### src/rtl/hsd_pkg.sv
package hsd_pkg;

  typedef enum logic [1:0] {
    ST_CLEAN     = 2'd0,
    ST_FIX_DATA  = 2'd1,
    ST_FIX_CHECK = 2'd2,
    ST_UNCORR    = 2'd3
  } hsd_status_e;

  // smallest r with 2^r >= k + r + 1 (single-error location)
  function automatic int unsigned chk_bits(input int unsigned k);
    int unsigned r;
    r = 1;
    while ((1 << r) < (k + r + 1)) r++;
    return r;
  endfunction

  function automatic logic is_pow2(input int unsigned v);
    return (v != 0) && ((v & (v - 1)) == 0);
  endfunction

endpackage

### src/rtl/hsd_encoder.sv
module hsd_encoder #(
  parameter int unsigned DATA_W = 8,
  localparam int unsigned CHK_W   = hsd_pkg::chk_bits(DATA_W),
  localparam int unsigned INNER_W = DATA_W + CHK_W,
  localparam int unsigned CW_W    = INNER_W + 1
) (
  input  logic [DATA_W-1:0] data_i,
  output logic [CW_W-1:0]   cw_o
);
  localparam int unsigned DI_W = $clog2(DATA_W);
  localparam int unsigned PI_W = $clog2(INNER_W + 1);

  logic [INNER_W:1] pos;
  int unsigned      didx;
  logic             par;

  always_comb begin
    pos  = '0;
    didx = 0;
    // data fills the non-power-of-two positions from low to high
    for (int unsigned p = 1; p <= INNER_W; p++) begin
      if (!hsd_pkg::is_pow2(p)) begin
        pos[PI_W'(p)] = data_i[DI_W'(didx)];
        didx++;
      end
    end
    // check bit j covers every position whose index has bit j set
    for (int unsigned j = 0; j < CHK_W; j++) begin
      par = 1'b0;
      for (int unsigned p = 1; p <= INNER_W; p++) begin
        if (((p >> j) & 1) != 0) par ^= pos[PI_W'(p)];
      end
      pos[PI_W'(1 << j)] = par;
    end
    cw_o = {^pos, pos};
  end

endmodule

### src/rtl/hsd_syndrome.sv
module hsd_syndrome #(
  parameter int unsigned DATA_W = 8,
  localparam int unsigned CHK_W   = hsd_pkg::chk_bits(DATA_W),
  localparam int unsigned INNER_W = DATA_W + CHK_W,
  localparam int unsigned CW_W    = INNER_W + 1
) (
  input  logic [CW_W-1:0]          cw_i,
  output logic [CHK_W-1:0]         syn_o,
  output logic                     s_all_o,
  output hsd_pkg::hsd_status_e     status_o
);
  import hsd_pkg::*;

  localparam int unsigned CI_W = $clog2(CW_W);
  localparam int unsigned SJ_W = (CHK_W > 1) ? $clog2(CHK_W) : 1;

  logic multi;

  always_comb begin
    syn_o = '0;
    for (int unsigned j = 0; j < CHK_W; j++) begin
      for (int unsigned p = 1; p <= INNER_W; p++) begin
        if (((p >> j) & 1) != 0) syn_o[SJ_W'(j)] ^= cw_i[CI_W'(p - 1)];
      end
    end
  end

  assign s_all_o = ^cw_i;
  assign multi   = (syn_o & (syn_o - 1'b1)) != '0;

  always_comb begin
    if (!s_all_o) begin
      status_o = (syn_o == '0) ? ST_CLEAN : ST_UNCORR;
    end else if (!multi) begin
      status_o = ST_FIX_CHECK;               // top parity or a single check bit
    end else if (syn_o <= CHK_W'(INNER_W)) begin
      status_o = ST_FIX_DATA;
    end else begin
      status_o = ST_UNCORR;                  // points past the last position
    end
  end

endmodule

### src/rtl/hsd_corrector.sv
module hsd_corrector #(
  parameter int unsigned DATA_W = 8,
  localparam int unsigned CHK_W   = hsd_pkg::chk_bits(DATA_W),
  localparam int unsigned INNER_W = DATA_W + CHK_W,
  localparam int unsigned CW_W    = INNER_W + 1
) (
  input  logic [CW_W-1:0]   cw_i,
  input  logic [CHK_W-1:0]  syn_i,
  input  logic              fix_i,
  output logic [DATA_W-1:0] data_o
);
  localparam int unsigned CI_W = $clog2(CW_W);
  localparam int unsigned DI_W = $clog2(DATA_W);

  logic [CW_W-1:0] fixed;
  int unsigned     didx;

  always_comb begin
    fixed = cw_i;
    if (fix_i && (syn_i == '0)) fixed[CW_W-1] = ~cw_i[CW_W-1];
    for (int unsigned p = 1; p <= INNER_W; p++) begin
      if (fix_i && (syn_i == CHK_W'(p))) fixed[CI_W'(p - 1)] = ~cw_i[CI_W'(p - 1)];
    end
  end

  always_comb begin
    data_o = '0;
    didx   = 0;
    for (int unsigned p = 1; p <= INNER_W; p++) begin
      if (!hsd_pkg::is_pow2(p)) begin
        data_o[DI_W'(didx)] = fixed[CI_W'(p - 1)];
        didx++;
      end
    end
  end

endmodule

### src/rtl/hsd_pipe_reg.sv
module hsd_pipe_reg #(
  parameter int unsigned W = 8
) (
  input  logic         clk_i,
  input  logic         rst_ni,
  input  logic         in_valid_i,
  output logic         in_ready_o,
  input  logic [W-1:0] in_data_i,
  output logic         out_valid_o,
  input  logic         out_ready_i,
  output logic [W-1:0] out_data_o
);
  assign in_ready_o = !out_valid_o || out_ready_i;

  always_ff @(posedge clk_i or negedge rst_ni) begin
    if (!rst_ni) begin
      out_valid_o <= 1'b0;
      out_data_o  <= '0;
    end else if (in_valid_i && in_ready_o) begin
      out_valid_o <= 1'b1;
      out_data_o  <= in_data_i;
    end else if (out_ready_i) begin
      out_valid_o <= 1'b0;
    end
  end

  // accepted input is presented on the next cycle
  a_r3_one_cycle: assert property (@(posedge clk_i) disable iff (!rst_ni)
    (in_valid_i && in_ready_o) |=> out_valid_o);

  // a stalled output neither drops nor changes
  a_r4_hold_stalled: assert property (@(posedge clk_i) disable iff (!rst_ni)
    (out_valid_o && !out_ready_i) |=> (out_valid_o && $stable(out_data_o)));

endmodule

### src/rtl/hsd_codec.sv
module hsd_codec #(
  parameter int unsigned DATA_W = 8,
  localparam int unsigned CHK_W   = hsd_pkg::chk_bits(DATA_W),
  localparam int unsigned INNER_W = DATA_W + CHK_W,
  localparam int unsigned CW_W    = INNER_W + 1
) (
  input  logic              clk,
  input  logic              rst_n,
  input  logic              enc_in_valid,
  output logic              enc_in_ready,
  input  logic [DATA_W-1:0] enc_in_data,
  output logic              enc_out_valid,
  input  logic              enc_out_ready,
  output logic [CW_W-1:0]   enc_out_cw,
  input  logic              dec_in_valid,
  output logic              dec_in_ready,
  input  logic [CW_W-1:0]   dec_in_cw,
  output logic              dec_out_valid,
  input  logic              dec_out_ready,
  output logic [DATA_W-1:0] dec_out_data,
  output logic [CHK_W:0]    dec_out_syn,
  output logic              dec_out_ok,
  output logic              dec_out_fix_data,
  output logic              dec_out_fix_chk,
  output logic              dec_out_dbl
);
  import hsd_pkg::*;

  localparam int unsigned DEC_W = DATA_W + CHK_W + 1 + 2;

  // encode path
  logic [CW_W-1:0] enc_cw;

  hsd_encoder #(.DATA_W(DATA_W)) enc_u (
    .data_i (enc_in_data),
    .cw_o   (enc_cw)
  );

  hsd_pipe_reg #(.W(CW_W)) enc_stage_u (
    .clk_i       (clk),
    .rst_ni      (rst_n),
    .in_valid_i  (enc_in_valid),
    .in_ready_o  (enc_in_ready),
    .in_data_i   (enc_cw),
    .out_valid_o (enc_out_valid),
    .out_ready_i (enc_out_ready),
    .out_data_o  (enc_out_cw)
  );

  // decode path
  logic [CHK_W-1:0]  syn;
  logic              s_all;
  hsd_status_e       status;
  logic [DATA_W-1:0] dec_data;
  logic [DEC_W-1:0]  dec_q;
  hsd_status_e       status_q;

  hsd_syndrome #(.DATA_W(DATA_W)) syn_u (
    .cw_i     (dec_in_cw),
    .syn_o    (syn),
    .s_all_o  (s_all),
    .status_o (status)
  );

  hsd_corrector #(.DATA_W(DATA_W)) fix_u (
    .cw_i   (dec_in_cw),
    .syn_i  (syn),
    .fix_i  ((status == ST_FIX_DATA) || (status == ST_FIX_CHECK)),
    .data_o (dec_data)
  );

  hsd_pipe_reg #(.W(DEC_W)) dec_stage_u (
    .clk_i       (clk),
    .rst_ni      (rst_n),
    .in_valid_i  (dec_in_valid),
    .in_ready_o  (dec_in_ready),
    .in_data_i   ({dec_data, s_all, syn, status}),
    .out_valid_o (dec_out_valid),
    .out_ready_i (dec_out_ready),
    .out_data_o  (dec_q)
  );

  assign status_q         = hsd_status_e'(dec_q[1:0]);
  assign dec_out_syn      = dec_q[CHK_W+2:2];
  assign dec_out_data     = dec_q[DEC_W-1:CHK_W+3];
  assign dec_out_ok       = (status_q == ST_CLEAN);
  assign dec_out_fix_data = (status_q == ST_FIX_DATA);
  assign dec_out_fix_chk  = (status_q == ST_FIX_CHECK);
  assign dec_out_dbl      = (status_q == ST_UNCORR);

  // every emitted word has even weight
  a_r2_even_word: assert property (@(posedge clk) disable iff (!rst_n)
    enc_out_valid |-> (^enc_out_cw == 1'b0));

  // one status flag per result
  a_r12_one_flag: assert property (@(posedge clk) disable iff (!rst_n)
    dec_out_valid |-> $onehot({dec_out_ok, dec_out_fix_data, dec_out_fix_chk, dec_out_dbl}));

  // clean only with an all-zero syndrome
  a_r5_clean_zero: assert property (@(posedge clk) disable iff (!rst_n)
    (dec_out_valid && dec_out_ok) |-> (dec_out_syn == '0));

  // syndrome pointing at the top parity bit is a check repair
  a_r8_top_parity: assert property (@(posedge clk) disable iff (!rst_n)
    (dec_out_valid && (dec_out_syn == {1'b1, {CHK_W{1'b0}}})) |-> dec_out_fix_chk);

  // uncorrectable only for even-weight errors or out-of-range pointers
  a_r9_uncorr_cases: assert property (@(posedge clk) disable iff (!rst_n)
    (dec_out_valid && dec_out_dbl) |->
      ((!dec_out_syn[CHK_W] && (dec_out_syn[CHK_W-1:0] != '0)) ||
       (dec_out_syn[CHK_W] && (dec_out_syn[CHK_W-1:0] > CHK_W'(INNER_W)))));

endmodule

### config.mk
export PLATFORM = sky130hd
export DESIGN_NAME = hsd_codec
export DESIGN_NICKNAME = d
export VERILOG_FILES = /design/src/rtl/hsd_pkg.sv /design/src/rtl/hsd_encoder.sv /design/src/rtl/hsd_syndrome.sv /design/src/rtl/hsd_corrector.sv /design/src/rtl/hsd_pipe_reg.sv /design/src/rtl/hsd_codec.sv
export SDC_FILE = /design/constraint.sdc
export NUM_CORES = 1
export LEC_CHECK = 0
export BUFFER_PORTS_ARGS = -buffer_cell sky130_fd_sc_hd__buf_2
export CELL_PAD_IN_SITES_DETAIL_PLACEMENT = 1
export CELL_PAD_IN_SITES_GLOBAL_PLACEMENT = 1
export CORE_ASPECT_RATIO = 0.9
export CORE_MARGIN = 1.5
export CORE_UTILIZATION = 35
export CTS_BUF_LIST = sky130_fd_sc_hd__clkbuf_8
export DETAILED_ROUTE_END_ITERATION = 10
export PLACE_DENSITY_LB_ADDON = 0.25
export RECOVER_POWER = 25
export SLEW_MARGIN = 20
export SYNTH_ARGS = -nofsm -noshare
export SYNTH_HDL_FRONTEND = slang
export SYNTH_SLANG_ARGS = --single-unit
### constraint.sdc
create_clock -name clk -period 1.4 [get_ports clk]
set_input_delay 0.14 -clock clk [delete_from_list [all_inputs] [get_ports clk]]
set_output_delay 0.14 -clock clk [all_outputs]
set_load 0.02 [all_outputs]
==> results of run 1 <==
==> kinds of logic after synthesis <==
logic type      after synthesis
compound gates               30
buf+inv                      18
simple gates                 49
xor+xnor                     29
mux                           9
fa+ha+maj                     1
flops                        29
other cells                   1
==> state kept, by name (all words and copies together) (netlist names) <==
| register | flops |
|---|---|
| enc_stage_u.out_valid_o | 1 |
| dec_stage_u.out_data_o | 15 |
| enc_stage_u.out_data_o | 12 |
| dec_stage_u.out_valid_o | 1 |
==> final cells by class <==
cell class                 count  area (um2)
fill                         560        2267
multi-input combinational    119        1016
sequential                    29       726.9
timing repair buffer          91       579.3
tap                           65       81.33
clock buffer                   5       68.82
clock inverter                 3       65.06
==> critical path: cells and delay by family <==
kind,cells,cell delay [ns]
xor gates and xnor gates,2,0.83
and+or+nand+nor,2,0.73
buffers and inverters,1,0.09
AOI/OAI and AO/OA,1,0.16
==> what timing repair did <==
item                                    4_1_cts  5_1_grt
endpoints found under the setup margin       10       11
hold buffers                                  1        0
pin swaps                                    11        5
buffers inserted                              3        1
resized for setup                            11        9
endpoints found under the hold margin        12        0
==> report_power, final <==
part | internal [mW] | switching [mW]
Clock | 0.707 | 0.330
Sequential | 1.01 | 0.110
Combinational | 0.780 | 0.874
Total | 2.50 | 1.31
==> stage by stage <==
step	setup TNS, ns	power (mW)	hold WS (ns)	cells
after floorplan	-2.938	2.152	-0.1556	166
after global placement	-5.249	2.603	0.02004	299
after detailed placement	-6.007	2.644	0.01847	299
after CTS	-1.912	3.789	0.06801	311
after global routing	-2.576	4.039	0.07347	312
final	-1.963	3.815	0.07862	312
==> metal layers <==
| metal | track usage [%] | vias up | share of wire (%) |
|---|---|---|---|
| met2 | 29.30 | 45 | 50 |
| met3 | 5.132 | 8 | 5.4 |
| met1 | 20.27 | 692 | 43 |
| met4 | 6.263 | 0 | 2.1 |
| met5 | 0 | - | 0 |
| li1 | - | 711 | - |
==> how the worst max path moves through the flow <==
stage / start / to / slack (ns) / cells after the start
floorplan: dec_in_cw[0] / dec_stage_u.out_data_o[11]$_DFFE_PN0P_ / -0.48 / 5
global placement: dec_in_cw[0] / dec_stage_u.out_data_o[12]$_DFFE_PN0P_ / -0.56 / 6
detailed placement: dec_in_cw[0] / dec_stage_u.out_data_o[12]$_DFFE_PN0P_ / -0.66 / 6
CTS: dec_in_cw[5] / dec_stage_u.out_data_o[11]$_DFFE_PN0P_ / -0.35 / 6
global route: dec_in_cw[3] / dec_stage_u.out_data_o[12]$_DFFE_PN0P_ / -0.44 / 6
finish: dec_in_cw[3] / dec_stage_u.out_data_o[13]$_DFFE_PN0P_ / -0.36 / 6
==> placed cells by master (no fill, tap or decap), types with 2 or more instances in the layout <==
master	netlist	final
sky130_fd_sc_hd__buf_2	0	54
sky130_fd_sc_hd__dfrtp_1	29	28
sky130_fd_sc_hd__buf_4	14	28
sky130_fd_sc_hd__nand2_1	14	13
sky130_fd_sc_hd__o21ai_0	14	13
sky130_fd_sc_hd__nor2_1	11	11
sky130_fd_sc_hd__xnor2_1	16	11
sky130_fd_sc_hd__mux2_2	9	9
sky130_fd_sc_hd__a31oi_1	8	8
sky130_fd_sc_hd__or3_1	6	6
sky130_fd_sc_hd__clkbuf_8	0	5
sky130_fd_sc_hd__xor2_2	0	4
sky130_fd_sc_hd__xnor3_2	3	4
sky130_fd_sc_hd__buf_6	0	4
sky130_fd_sc_hd__nor2b_1	3	3
sky130_fd_sc_hd__xor2_1	7	3
sky130_fd_sc_hd__xnor2_2	0	3
sky130_fd_sc_hd__o31ai_1	3	3
sky130_fd_sc_hd__and2_1	2	2
sky130_fd_sc_hd__nand2b_2	0	2
sky130_fd_sc_hd__xnor2_4	0	2
sky130_fd_sc_hd__nand2b_1	5	2
sky130_fd_sc_hd__bufinv_16	0	2
==> impl_summary.txt, run 1 <==
----------------------------------------------------
[Detailed routing]
  Number of routed nets with antenna violations ... 0
  Initial DRC Count ... 22
  Remaining routing DRC violations ... 0
  1st-pass router iterations ... 4
  Vias after detailed routing ... 1456
  Average wire per standard cell ... 13.91 um
  Detailed Route WL ... 4340 um
  Average vias per placed instance ... 4.667

[Pwr]
  IR Drop Worst-Case VDD ... 0.5629 mV
  Static power due to leakage ... ~1.2 nW
  Power per standard cell area ... approximately 1500 mW/mm2

[Placed design]
  DP HPWL ... 3311 um
  Final RePlAce weighted congestion ... 0.6903
  Pre-CTS setup slack ... -0.6648 ns
  Placed standard-cell area ... between 0.002 and 0.0025 mm2
  Count of buffers from port buffering ... about 60

[Critical path]
  Capture instance of the worst register-to-register path ... enc_stage_u.out_data_o[10]$_DFFE_PN0P_
  WP data arrival ... 1.96 ns
  Category of the worst setup path capture point ... flip-flop
  Origin of the critical flop-to-flop path ... enc_stage_u.out_valid_o$_DFFE_PN0P_
  Slowest stage delay, CP ... 0.44 ns
  Internal reg-to-reg setup slack ... 0.21 ns
  Startpoint-to-endpoint class of the critical path ... in -> reg
  Crit start category ... input pin
  Slowest library cell on the worst path ... sky130_fd_sc_hd__xnor3_2
  Count of cells along the worst register-to-register path ... 3
  Most used cell, CP ... sky130_fd_sc_hd__xnor3_2
  Critical path, cell by cell ... buf_6 > xnor3_2 > xnor3_2 > or3_4 > or3_1 > a31oi_1
  Required time at the worst-slack endpoint ... roughly 1.6 ns
  Critical Path Fanout Max ... 6

[Synth]
  Most used standard cells in the synthesized netlist ... sky130_fd_sc_hd__dfrtp_1, sky130_fd_sc_hd__xnor2_1, sky130_fd_sc_hd__buf_4, sky130_fd_sc_hd__nand2_1, sky130_fd_sc_hd__o21ai_0
  Mean cell area of the mapped netlist ... 10.42 um2
  Syn Nets ... 193
  Main combinational cell family by area after synthesis ... XOR/XNOR gates
  Yosys warnings ... 0
  Adder-cell share of the synthesized area ... 0.5785%
  Synth Area in Simple Gates ... 14.53%
  Share of Yosys cell area claimed by the top area cell type ... around two fifths
  Compound-gate portion of the synthesized area ... between 10% and 20%
  Number of synthesized flops with an enable pin ... 0
  Netlist cell types ... 32
  Sequential cell area fraction in the yosys report ... a little over two fifths
  Cell type contributing the most total cell area after synthesis ... sky130_fd_sc_hd__dfrtp_1
  Most area-consuming cells after synthesis ... sky130_fd_sc_hd__dfrtp_1, sky130_fd_sc_hd__xnor2_1, sky130_fd_sc_hd__buf_4
  Main flop type after synthesis ... sky130_fd_sc_hd__dfrtp_1
  Total of flip-flops plus latches after synthesis ... 29
  Post-synthesis async set-or-reset flop share ... 100.0%
  Mux share of post-synthesis cell area ... 5.857%
  Cell count after synthesis ... 166
  Xor/xnor share of the synthesized area ... roughly 20%
  Most common cell in the netlist ... sky130_fd_sc_hd__dfrtp_1
  Post-synthesis cell area ... around 0.0017 mm2

[Min path]
  Endpoint, Worst Hold ... enc_stage_u.out_valid_o$_DFFE_PN0P_
  Hold path cells ... 2
  Hold path startpoint ... enc_in_valid
  Path class of the lowest-slack min-delay path ... in -> reg

[Final layout]
  Layout area overhead ... 46.64%
  Proportion of layout cells with a drive suffix above 1 ... roughly 53%
  Diodes inserted ... 0
  Final instance area ... 0.002537 mm2
  Number of nets at the end of the flow ... about 270
  Final core area utilization ... 52.81%

[Die]
  Placeable Area ... 0.004805 mm2
  Die Ht ... 69.71 um
  Number of standard-cell rows in the floorplan ... 24
  Die outline area ... 0.005375 mm2
  Die Span X ... 77.12 um
  Number of primary I/O pins ... just over 60
  Initial Utilization ... 36.02%

[Clock network]
  Clock buffer count from CTS ... 5
  Post-CTS clock slew at the launch and capture registers of the worst setup and hold paths ... 0.06 ns
  Cell at the root of the clock tree ... sky130_fd_sc_hd__clkbuf_8
  Max Buffers Root-to-Sink ... 2
  Clock latency reported for the late side of the worst-skew pair ... approximately 0.28 ns
  Clk sinks ... 29
  Htree depth ... 2
  CTS tree ... done

[Timing]
  Slew at the pin closest to its max-slew limit ... between 0.5 and 0.6 ns
  Final worst clock skew ... 0.002970 ns
  Max Freq ... between 0.5 and 0.6 GHz
  Final number of hold-violating endpoints ... 0
  Setup-violating endpoint count in the final report ... 9
  Setup repair after global routing missed its margin ... true
  Number of slew-limit violations in the final report ... 0
  Min Clock Period, post-route ... 1.756 ns
  Relative slew slack ... 61.24%
  Least setup slack across all paths after layout ... -0.3563 ns
  Period utilization ... 125.4%

[Job]
  Reported max-cap violation count ... 0

[Global routing]
  Number of antenna violations at the first check in global routing ... 0
  Global-route wire length before repair ... just over 7000 um
  Vias in the first global route ... 1508
  Pin count of the biggest net entering global routing ... 17
  GRT Overall Usage ... between 15 and 20%
  Total congestion overflow after global routing ... 0

[Outcome]
  Outcome ... complete, but fails checks
  Violated checks ... setup timing

----------------------------------------------------
(Power assumes the default switching activity.)
==> inputs of run 2 (changes only) <==
--- a/config.mk
+++ b/config.mk
@@ -14,7 +14,6 @@
 export CTS_BUF_LIST = sky130_fd_sc_hd__clkbuf_8
 export DETAILED_ROUTE_END_ITERATION = 10
 export PLACE_DENSITY_LB_ADDON = 0.25
-export RECOVER_POWER = 25
 export SLEW_MARGIN = 20
 export SYNTH_ARGS = -nofsm -noshare
 export SYNTH_HDL_FRONTEND = slang
==> run 2 against run 1 <==
The flow still finishes with violations (setup timing). Hold slack about the same. Clock skew about the same. Critical path depth unchanged. Combinational power about the same. Total power about the same. Flip-flop and latch count unchanged. Register-to-register slack about the same. Critical path type unchanged. Largest cell class unchanged. Highest routed layer unchanged.
==> impl_summary.txt, run 2 (synthesis gave the netlist of run 1 again) <==
----------------------------------------------------
[Outcome]
  Outcome ... complete, but fails checks
  Violated checks ... setup timing

[Pwr]
  IR Drop Worst-Case VDD ... 0.5628 mV (about the same)
  Switching power as a share of total power ... 34.40% (-0.049 points)
  Comb power frac ... 43.4% (about the same)
  Total power after layout ... 3.814 mW (about the same)
  Share of power burned in registers ... 29.5% (about the same)
  Internal power ... 2.502 mW (about the same)
  Switching power summed over all nets ... 1.312 mW (-0.17%)
  Power per standard cell area ... 1501 mW/mm2 (-0.17%)
  Share of total power in the clock network ... 27.1% (about the same)
  Static power due to leakage ... 1.184 nW (+0.29%)

[Die]
  Die Ht ... 69.71 um (unchanged)
  Initial Utilization ... 36.02% (unchanged)
  Die Span X ... 77.12 um (unchanged)
  Number of primary I/O pins ... 61 (unchanged)
  Die outline area ... 0.005375 mm2 (unchanged)
  Number of standard-cell rows in the floorplan ... 24 (unchanged)
  Placeable Area ... 0.004805 mm2 (unchanged)

[Final layout]
  Number of nets at the end of the flow ... 273 (unchanged)
  Proportion of layout cells with a drive suffix above 1 ... 53.44% (+0.40 points)
  Flip-flop count of the largest register, all copies and words added ... 15 (unchanged)
  Most frequent standard cell in the layout excluding fill and tap cells ... sky130_fd_sc_hd__buf_2
  Registers with the highest flip-flop counts ... dec_stage_u.out_data_o: 15 flops, enc_stage_u.out_data_o: 12 flops
  Commonest cells after routing, fill and taps aside ... sky130_fd_sc_hd__buf_2, sky130_fd_sc_hd__buf_4, sky130_fd_sc_hd__dfrtp_1, sky130_fd_sc_hd__nand2_1, sky130_fd_sc_hd__o21ai_0
  Diodes inserted ... 0 (unchanged)
  Layout area overhead ... 46.85%
  Final core area utilization ... 52.89% (+0.078 points)
  Register containing the most flip-flops in the final layout ... dec_stage_u.out_data_o

[Critical path]
  Category of the worst setup path capture point ... flip-flop
  Crit start category ... input pin
  WP data arrival ... 1.96 ns (about the same)
  Startpoint-to-endpoint class of the critical path ... in -> reg
  Required time at the worst-slack endpoint ... 1.60 ns (about the same)
  Critical Path Fanout Max ... 6 (unchanged)

[Global routing]
  Total congestion overflow after global routing ... 0 (unchanged)
  Number of antenna violations at the first check in global routing ... 0 (unchanged)
  Vias in the first global route ... 1508 (unchanged)
  Global-route wire length before repair ... 7127 um (unchanged)
  GRT Overall Usage ... 17.10% (unchanged)
  Pin count of the biggest net entering global routing ... 17 (unchanged)

[Timing]
  Number of slew-limit violations in the final report ... 0 (unchanged)
  Max Freq ... 0.5694 GHz (about the same)
  Setup-violating endpoint count in the final report ... 9 (unchanged)
  Period utilization ... 125.4% (about the same)
  Final worst clock skew ... 0.003452 ns (+0.0004821 ns)
  Final number of hold-violating endpoints ... 0 (unchanged)
  Min Clock Period, post-route ... 1.756 ns (-0.00001800 ns)
  Setup repair after global routing missed its margin ... true
  Least setup slack across all paths after layout ... -0.3563 ns (+0.00001800 ns)

[Detailed routing]
  Number of routed nets with antenna violations ... 0 (unchanged)
  1st-pass router iterations ... 4 (unchanged)
  Remaining routing DRC violations ... 0 (unchanged)
  Vias after detailed routing ... 1451 (-0.34%)
  Detailed Route WL ... 4332 um (-0.18%)
  Average vias per placed instance ... 4.651 (-0.34%)
  Initial DRC Count ... 19 (-14%)
  Average wire per standard cell ... 13.88 um (-0.18%)

[Placed design]
  Final RePlAce weighted congestion ... 0.6903 (unchanged)
  Count of buffers from port buffering ... 59 (unchanged)
  DP HPWL ... 3311 um (unchanged)

[Clock network]
  CTS tree ... done
  Clock buffer count from CTS ... 5 (unchanged)
  Cell at the root of the clock tree ... sky130_fd_sc_hd__clkbuf_8
  Post-CTS clock slew at the launch and capture registers of the worst setup and hold paths ... 0.06 ns (about the same)
  Max Buffers Root-to-Sink ... 2 (unchanged)
  Htree depth ... 2 (unchanged)
  Clock latency reported for the late side of the worst-skew pair ... 0.28 ns (about the same)
  Clk sinks ... 29 (unchanged)

[Job]
  Reported max-cap violation count ... 0 (unchanged)

[Min path]
  Path class of the lowest-slack min-delay path ... in -> reg

----------------------------------------------------
-- run 2: per-stage QoR --
step / setup TNS [ns] / setup WS, ns / instance area (um2) / hold WS (ns) / instances
after global routing: -2.576 / -0.4363 / 2541 / 0.07347 / 312
after CTS: -1.912 / -0.3484 / 2482 / 0.06801 / 311
after global placement: -5.249 / -0.5605 / 2272 / 0.02004 / 299
final: -1.959 / -0.3563 / 2541 / 0.07904 / 312
after floorplan: -2.938 / -0.4846 / 1802 / -0.1556 / 166
after detailed placement: -6.007 / -0.6648 / 2272 / 0.01847 / 299
-- run 2: repair_timing --
| item | in CTS | in global routing |
|---|---|---|
| hold buffers | 1 | 0 |
| setup buffers | 3 | 1 |
| pin swaps | 11 | 5 |
| hold endpoints to repair | 12 | 0 |
| endpoints found under the setup margin | 10 | 11 |
| resized for setup | 11 | 9 |
-- run 2: path summary, 6_finish.rpt --
check / to / startpoint / slack (ns) / depth (start not counted)
worst max-delay path: dec_stage_u.out_data_o[13]$_DFFE_PN0P_ / dec_in_cw[3] / -0.36 / 6
worst min-delay path: enc_stage_u.out_valid_o$_DFFE_PN0P_ / enc_in_valid / 0.08 / 2
worst max register to register: enc_stage_u.out_data_o[10]$_DFFE_PN0P_ / enc_stage_u.out_valid_o$_DFFE_PN0P_ / 0.21 / 3
worst min register to register: enc_stage_u.out_data_o[1]$_DFFE_PN0P_ / enc_stage_u.out_data_o[1]$_DFFE_PN0P_ / 0.48 / 2
max in group asynchronous: dec_stage_u.out_data_o[11]$_DFFE_PN0P_ / rst_n / 0.73 / 3
min in group asynchronous: enc_stage_u.out_data_o[3]$_DFFE_PN0P_ / rst_n / 0.25 / 2
-- run 2: layer usage --
layer	GRT usage [%]	wire length, um	up-vias
met5	0	0	-
met4	6.263	89	0
met3	5.132	234	8
met2	29.30	2174	45
met1	20.27	1834	686
li1	-	-	712
-- run 2: final cells by class --
cell class	instances	area, um2
timing repair buffer	91	583.1
tap	65	81.33
clock buffer	5	68.82
fill	559	2263
multi-input combinational	119	1016
sequential	29	726.9
clock inverter	3	65.06
-- run 2: worst max-delay path, cell delays in order --
cell                      delay (ns)
sky130_fd_sc_hd__buf_6          0.09
sky130_fd_sc_hd__xnor3_2        0.39
sky130_fd_sc_hd__xnor3_2        0.44
sky130_fd_sc_hd__or3_4          0.37
sky130_fd_sc_hd__or3_1          0.36
sky130_fd_sc_hd__a31oi_1        0.16
-- run 2: power groups by stage --
| stage | logic (mW) | registers (mW) | clock network (mW) |
|---|---|---|---|
| after global routing | 1.79 | 1.15 | 1.10 |
| after detailed placement | 1.51 | 1.14 | 0 |
| after CTS | 1.61 | 1.12 | 1.06 |
| final | 1.65 | 1.12 | 1.04 |
| after global placement | 1.47 | 1.13 | 0 |
| after floorplan | 0.949 | 1.20 | 0 |
